==> config.mk <==
export PLATFORM = sky130hd
export DESIGN_NAME = twowire_slave
export DESIGN_NICKNAME = d
export VERILOG_FILES = /design/src/rtl/tw_pkg.sv /design/src/rtl/tw_sync.sv /design/src/rtl/tw_bus_events.sv /design/src/rtl/tw_engine.sv /design/src/rtl/twowire_slave.sv
export SDC_FILE = /design/constraint.sdc
export NUM_CORES = 1
export LEC_CHECK = 0
export CORE_MARGIN = 1.5
export CORE_UTILIZATION = 70
export CTS_BUF_LIST = sky130_fd_sc_hd__clkbuf_4 sky130_fd_sc_hd__clkbuf_8
export DETAILED_ROUTE_END_ITERATION = 10
export DONT_BUFFER_PORTS = 1
export PLACE_DENSITY = 0.86
export SLEW_MARGIN = 30
export SYNTH_ARGS = -nofsm -noshare
export SYNTH_HDL_FRONTEND = slang
export SYNTH_HIERARCHICAL = 1
export SYNTH_SLANG_ARGS = --single-unit
==> constraint.sdc <==
create_clock -name clk -period 3.76 [get_ports clk]
set_input_delay 0.94 -clock clk [delete_from_list [all_inputs] [get_ports clk]]
set_output_delay 0.94 -clock clk [all_outputs]
set_load 0.02 [all_outputs]
==> src/rtl/tw_pkg.sv <==
package tw_pkg;
  localparam logic [3:0] DEV_TYPE_DEFAULT = 4'b0101;

  typedef enum logic [3:0] {
    ST_IDLE,
    ST_ADDR,
    ST_CMD,
    ST_DATA,
    ST_ACK,
    ST_RD,
    ST_RACK,
    ST_DONE
  } tw_state_e;
endpackage

==> src/rtl/tw_sync.sv <==
module tw_sync #(
  parameter int STAGES = 2
) (
  input  logic clk,
  input  logic rst_n,
  input  logic d_async,
  output logic d_sync
);
  logic [STAGES-1:0] chain;

  always_ff @(posedge clk or negedge rst_n) begin
    if (!rst_n) chain <= '1;
    else        chain <= {chain[STAGES-2:0], d_async};
  end

  assign d_sync = chain[STAGES-1];
endmodule

==> src/rtl/tw_bus_events.sv <==
module tw_bus_events (
  input  logic clk,
  input  logic rst_n,
  input  logic scl_s,
  input  logic sda_s,
  output logic scl_rise,
  output logic scl_fall,
  output logic start_evt,
  output logic stop_evt
);
  logic scl_q, sda_q;

  always_ff @(posedge clk or negedge rst_n) begin
    if (!rst_n) begin
      scl_q <= 1'b1;
      sda_q <= 1'b1;
    end else begin
      scl_q <= scl_s;
      sda_q <= sda_s;
    end
  end

  assign scl_rise  = scl_s & ~scl_q;
  assign scl_fall  = ~scl_s & scl_q;
  assign start_evt = scl_s & scl_q & sda_q & ~sda_s;
  assign stop_evt  = scl_s & scl_q & ~sda_q & sda_s;

  // a bus condition can never coincide with a clock edge
  a_r9_cond_clock_exclusive: assert property (@(posedge clk) disable iff (!rst_n)
    (start_evt || stop_evt) |-> !(scl_rise || scl_fall));
  a_r3_cond_exclusive: assert property (@(posedge clk) disable iff (!rst_n)
    !(start_evt && stop_evt));
endmodule

==> src/rtl/tw_engine.sv <==
module tw_engine #(
  parameter int         BYTE_W   = 8,
  parameter logic [3:0] DEV_TYPE = tw_pkg::DEV_TYPE_DEFAULT
) (
  input  logic              clk,
  input  logic              rst_n,
  input  logic              scl_s,
  input  logic              sda_s,
  input  logic              scl_rise,
  input  logic              scl_fall,
  input  logic              start_evt,
  input  logic              stop_evt,
  input  logic [3:0]        strap_addr,
  input  logic [BYTE_W-1:0] rd_data,
  output logic              sda_oe,
  output logic [BYTE_W-1:0] cmd_out,
  output logic              cmd_stb,
  output logic [BYTE_W-1:0] data_out,
  output logic              data_stb
);
  import tw_pkg::*;

  localparam int CW  = $clog2(BYTE_W + 1);
  localparam int MSB = BYTE_W - 1;
  localparam logic [CW-1:0] FULL = CW'(BYTE_W);

  function automatic logic addr_match(input logic [BYTE_W-1:0] a,
                                      input logic [3:0] strap);
    return (a[MSB -: 4] == DEV_TYPE) && (a[3:0] == strap);
  endfunction

  function automatic logic is_read(input logic [BYTE_W-1:0] c);
    return c[MSB];
  endfunction

  tw_state_e         st, after;
  logic [CW-1:0]     cnt;
  logic [BYTE_W-1:0] rx_sh, tx_sh;
  logic              mack;
  logic              addr_hit;
  logic              byte_done;

  assign addr_hit  = addr_match(rx_sh, strap_addr);
  assign byte_done = scl_fall && (cnt == FULL);

  always_ff @(posedge clk or negedge rst_n) begin
    if (!rst_n) begin
      st       <= ST_IDLE;
      after    <= ST_IDLE;
      cnt      <= '0;
      rx_sh    <= '0;
      tx_sh    <= '0;
      mack     <= 1'b0;
      sda_oe   <= 1'b0;
      cmd_out  <= '0;
      data_out <= '0;
      cmd_stb  <= 1'b0;
      data_stb <= 1'b0;
    end else begin
      cmd_stb  <= 1'b0;
      data_stb <= 1'b0;
      if (stop_evt) begin
        st     <= ST_IDLE;
        sda_oe <= 1'b0;
      end else if (start_evt) begin
        st     <= ST_ADDR;
        cnt    <= '0;
        sda_oe <= 1'b0;
      end else begin
        unique case (st)
          ST_ADDR, ST_CMD, ST_DATA: begin
            if (scl_rise && cnt != FULL) begin
              rx_sh <= {rx_sh[MSB-1:0], sda_s};
              cnt   <= cnt + 1'b1;
            end else if (byte_done) begin
              cnt <= '0;
              if (st == ST_ADDR) begin
                if (addr_hit) begin
                  st     <= ST_ACK;
                  after  <= ST_CMD;
                  sda_oe <= 1'b1;
                end else begin
                  st <= ST_IDLE;
                end
              end else if (st == ST_CMD) begin
                cmd_out <= rx_sh;
                cmd_stb <= 1'b1;
                sda_oe  <= 1'b1;
                st      <= ST_ACK;
                after   <= is_read(rx_sh) ? ST_RD : ST_DATA;
              end else begin
                data_out <= rx_sh;
                data_stb <= 1'b1;
                sda_oe   <= 1'b1;
                st       <= ST_ACK;
                after    <= ST_DONE;
              end
            end
          end
          ST_ACK: begin
            if (scl_fall) begin
              st  <= after;
              cnt <= '0;
              if (after == ST_RD) begin
                tx_sh  <= rd_data;
                sda_oe <= ~rd_data[MSB];
              end else begin
                sda_oe <= 1'b0;
              end
            end
          end
          ST_RD: begin
            if (scl_rise) begin
              cnt <= cnt + 1'b1;
            end else if (scl_fall) begin
              if (cnt == FULL) begin
                sda_oe <= 1'b0;
                cnt    <= '0;
                st     <= ST_RACK;
              end else begin
                tx_sh  <= {tx_sh[MSB-1:0], 1'b0};
                sda_oe <= ~tx_sh[MSB-1];
              end
            end
          end
          ST_RACK: begin
            if (scl_rise) begin
              mack <= ~sda_s;
            end else if (scl_fall) begin
              if (mack) begin
                st     <= ST_RD;
                tx_sh  <= rd_data;
                sda_oe <= ~rd_data[MSB];
              end else begin
                st <= ST_DONE;
              end
            end
          end
          default: ;
        endcase
      end
    end
  end

  // pull-down moves only while the synchronised clock is low
  a_r4_oe_moves_scl_low: assert property (@(posedge clk) disable iff (!rst_n)
    !$stable(sda_oe) |-> !scl_s);
  // nothing is driven while idle
  a_r2_idle_silent: assert property (@(posedge clk) disable iff (!rst_n)
    (st == ST_IDLE) |-> !sda_oe);
  // a mismatching address is never acknowledged
  a_r5_no_ack_on_miss: assert property (@(posedge clk) disable iff (!rst_n)
    (st == ST_ADDR && byte_done && !addr_hit) |=> (st == ST_IDLE && !sda_oe));
  // command strobe coincides with the acknowledge
  a_r6_cmd_with_ack: assert property (@(posedge clk) disable iff (!rst_n)
    cmd_stb |-> sda_oe);
  a_r6_cmd_single: assert property (@(posedge clk) disable iff (!rst_n)
    cmd_stb |=> !cmd_stb);
  // data strobe coincides with the acknowledge and never with the command strobe
  a_r7_data_with_ack: assert property (@(posedge clk) disable iff (!rst_n)
    data_stb |-> sda_oe);
  a_r7_strobes_exclusive: assert property (@(posedge clk) disable iff (!rst_n)
    !(cmd_stb && data_stb));
  // after the master's non-acknowledge the line stays released
  a_r8_done_released: assert property (@(posedge clk) disable iff (!rst_n)
    (st == ST_DONE) |-> !sda_oe);
  // a stop idles the block without a strobe
  a_r3_stop_idles: assert property (@(posedge clk) disable iff (!rst_n)
    stop_evt |=> (st == ST_IDLE && !sda_oe && !data_stb && !cmd_stb));
  // a start always restarts the address phase from bit zero
  a_r9_start_restarts: assert property (@(posedge clk) disable iff (!rst_n)
    start_evt |=> (st == ST_ADDR && cnt == '0));
endmodule

==> src/rtl/twowire_slave.sv <==
module twowire_slave #(
  parameter int         BYTE_W      = 8,
  parameter int         SYNC_STAGES = 2,
  parameter logic [3:0] DEV_TYPE    = tw_pkg::DEV_TYPE_DEFAULT
) (
  input  logic              clk,
  input  logic              rst_n,
  input  logic              scl_in,
  input  logic              sda_in,
  input  logic [3:0]        strap_addr,
  input  logic [BYTE_W-1:0] rd_data,
  output logic              sda_oe,
  output logic [BYTE_W-1:0] cmd_out,
  output logic              cmd_stb,
  output logic [BYTE_W-1:0] data_out,
  output logic              data_stb
);
  logic scl_s, sda_s;
  logic scl_rise, scl_fall, start_evt, stop_evt;

  tw_sync #(.STAGES(SYNC_STAGES)) i_sync_scl (
    .clk(clk), .rst_n(rst_n), .d_async(scl_in), .d_sync(scl_s));
  tw_sync #(.STAGES(SYNC_STAGES)) i_sync_sda (
    .clk(clk), .rst_n(rst_n), .d_async(sda_in), .d_sync(sda_s));

  tw_bus_events i_events (
    .clk(clk), .rst_n(rst_n), .scl_s(scl_s), .sda_s(sda_s),
    .scl_rise(scl_rise), .scl_fall(scl_fall),
    .start_evt(start_evt), .stop_evt(stop_evt));

  tw_engine #(.BYTE_W(BYTE_W), .DEV_TYPE(DEV_TYPE)) i_engine (
    .clk(clk), .rst_n(rst_n), .scl_s(scl_s), .sda_s(sda_s),
    .scl_rise(scl_rise), .scl_fall(scl_fall),
    .start_evt(start_evt), .stop_evt(stop_evt),
    .strap_addr(strap_addr), .rd_data(rd_data),
    .sda_oe(sda_oe), .cmd_out(cmd_out), .cmd_stb(cmd_stb),
    .data_out(data_out), .data_stb(data_stb));
endmodule

==> impl_metrics.yaml <==
sta:
  fin_crit_sh_pct: 67.3
  timing.final.ws_setup_ns: 1.23
  slew_violations: 0
  hold_violations: 0
  fin_crit_ns: 2.53
  fin_setup_tns_ns: 0
  max-slew-margin-rel_pct: 50.2
  tightest_slew_ns: 0.748
  fmax_mhz: 395
  setup_viol: 0
  fin_worst_skew_ns: 0.0108
  rsz0062_at_grt: "false"
global_route:
  overflow: 0
  grt_pass1_vias: 1635
  grtUsageTotal_pct: 26.2
  antenna_found_initial: 0
  grt_max_degree: 52
  grt_pass1_wl_um: 8180
status:
  status: "completed"
synthesis:
  synth.top_cell.area_share_pct: 44.4
  yosys_register_bits: 51
  synthAdderAreaFrac_pct: 0.987
  synth_edf_count: 0
  synth_simple_gate_area_share_pct: 14.4
  syn_area_sq_um: 2530
  yosysTopAreaCell: "dfrtp_1"
  synthMuxAreaShare_pct: 18.5
  synth_compound_area_share_pct: 11.0
  avgSynthCellArea_sq_um: 12.2
  ys_warn_count: 6
  netlist_instances: 208
  async_reset_ff_share_pct: 100
  ys.flop_type: "dfrtp_1"
  ys_top_cells_by_area: "dfrtp_1 44%, mux2_2 13%, dfstp_2 6.2%, mux2_4 3.6%, nor2_1 2.1%"
  synth_xor_area_share_pct: 1.38
  synth_fp_nets: 226
  ys_types: 57
  yosysSeqAreaShare_pct: 50.6
  synth_top_family_by_area: "multiplexers"
cells_and_area:
  diodes: 0
  regArea_sq_um: 1280
  final_cell_mix: "45 x dfrtp_1, 30 x mux2_2, 14 x nor2_1"
  final_util_pct: 76.4
  layout_commonest_cell: "dfrtp_1"
  fill_cells: 227
  multi_input_area_sq_um: 1170
  drive_above_1_share_pct: 29.1
  area_delta_synth_final_pct: 3.01
  nets: 223
cts:
  clock_path_buffers: 2
  cts_made_buffers: 5
  ctsHoldBuffers: 0
  post-cts-setup-buffer-count: 0
  clockRootBuffer: "clkbuf_4"
  cts_tree: "done"
  clk_pin_slew_ns: 0.14
  cts.repair.resized: 0
  clk_latency_ns: 0.37
  clock_sinks: 51
  cts_max_level: 2
worst_hold_path:
  min_path_type: "input pin to async pin"
drt:
  wl_um: 4740
  drc: 0
  top_layer: "met4"
  first_iter_violations: 147
  drt_first_pass_iters: 4
  viasPerCell: 6.57
  antenna_left: 0
  met3_wirelength_um: 327
  drt-wirelength-per-cell_um: 18.8
  dr_total_vias: 1655
  wl_met1_um: 1980
  dr_wl_met2_um: 2360
critical_path:
  arrival_ns: 2.80
  cp_data_required_time_ns: 4.03
  rrSetupSlack_ns: 1.23
  worstReg2RegEnd: "i_engine/cmd_out[0]"
  cp-start-kind: "flip-flop"
  worstReg2RegStart: "i_events/scl_q"
  cp-end-kind: "flip-flop"
  worstRegToRegCells: 6
  path_class: "flip-flop to flip-flop"
  crit_fanout: 11
power_and_ir_drop:
  swShare_pct: 27.6
  p_switching_mw: 0.293
  clockPowerShare_pct: 26.1
  internal-power_mw: 0.767
  leakagePower_nw: 1.23
  seqPwrFrac_pct: 61.8
  p_comb_share_pct: 12.1
  peakVddDrop_uv: 384
  power.density_nw_per_um2: 406
die:
  die_w_um: 63.2
  io_pins: 35
  fp-row-count: 21
  core_area_sq_um: 3420
  start_util_pct: 74.2
  die_area_sq_um: 3990
  die_y_um: 63.2
placed_design:
  pre_cts_ws_ns: 1.28
  portBuffers: 0
  gp_congestion: 0.928
  dp_hpwl_um: 3320
job:
  drv_cap: 0
==> power by group through the flow <==
stage / registers (mW) / logic, mW / clock network, mW
detailed placement: 0.665 / 0.126 / 0
CTS: 0.654 / 0.128 / 0.282
finish: 0.655 / 0.129 / 0.277
global route: 0.666 / 0.139 / 0.304
global placement: 0.659 / 0.117 / 0
floorplan: 0.636 / 0.119 / 0
==> sequential cells by signal (all words and copies together) (netlist names) <==
register,flops
i_engine/after,3
i_engine/sda_oe,1
i_sync_sda/chain,2
i_engine/rx_sh,8
i_events/scl_q,1
i_engine/data_stb,1
i_engine/mack,1
i_engine/tx_sh,7
i_engine/cmd_out,8
i_events/sda_q,1
i_sync_scl/chain,2
i_engine/st,3
i_engine/data_out,8
i_engine/cnt,4
i_engine/cmd_stb,1
==> area by class of cell <==
class / count / area share [%]
Clock inverter: 1 / 0.287
Tap cell: 46 / 2.20
Clock buffer: 7 / 2.49
Multi-Input combinational cell: 140 / 44.8
Inverter: 7 / 1.01
Sequential cell: 51 / 49.2
==> through the flow <==
step | hold WS (ns) | cell area, sq um | power [mW] | instances
floorplan | 0.345 | 2530 | 0.756 | 208
global placement | 0.346 | 2540 | 0.776 | 244
detailed placement | 0.347 | 2540 | 0.791 | 244
CTS | 0.234 | 2610 | 1.06 | 252
global route | 0.212 | 2610 | 1.11 | 252
finish | 0.245 | 2610 | 1.06 | 252
==> cell usage after synthesis, drive strengths merged (2+ instances only) <==
cell and n:
o31ai 2, o2bb2ai 3, clkbuf 3, nor2 17
nand3b 3, nor3 4, nand2b 5, a21o 2
and4b 2, o21ai 7, xor2 4, buf 7
dfrtp 45, dfstp 6, nand4 2, ha 2
mux2i 4, mux2 36, nand3 4, nor2b 4
nand2 9, a21oi 7, inv 7
==> how the worst max path moves through the flow <==
| stage | from | end | slack [ns] |
|---|---|---|---|
| 3_3_place_gp | i_events/scl_q | i_engine/cmd_out[4] | 1.43 |
| 2_1_floorplan | i_sync_sda/chain[1] | i_engine/rx_sh[0] | 1.79 |
| 5_1_grt | i_events/scl_q | i_engine/cmd_out[1] | 1.11 |
| 3_5_place_dp | i_events/scl_q | i_engine/cmd_out[1] | 1.28 |
| 4_1_cts | i_events/scl_q | i_engine/cmd_out[2] | 1.28 |
| 6_report | i_events/scl_q | i_engine/cmd_out[0] | 1.23 |
==> metal layers <==
metal  GRT usage (%)  up-vias
met5               0        -
met4            7.61        0
met3            6.25       11
met2            43.1       72
met1            35.2      822
li1                -      750
==> cell families after synthesis <==
logic type	after synthesis
AO/OA/AOI/OAI	37
XOR/XNOR	4
AND/OR/NAND/NOR	57
flip-flops	51
multiplexers	40
adder cells (fa/ha/maj)	2
buffers and inverters	17
==> critical path, cell delays in order, from the launching register on <==
cell	delay [ns]
dfstp_2	0.56
nor2b_1	0.58
nand2b_1	0.25
nor4_4	0.28
nand2_2	0.14
nor2_4	0.26
mux2_2	0.37
No activity file was read; power rests on OpenSTA's default activity.
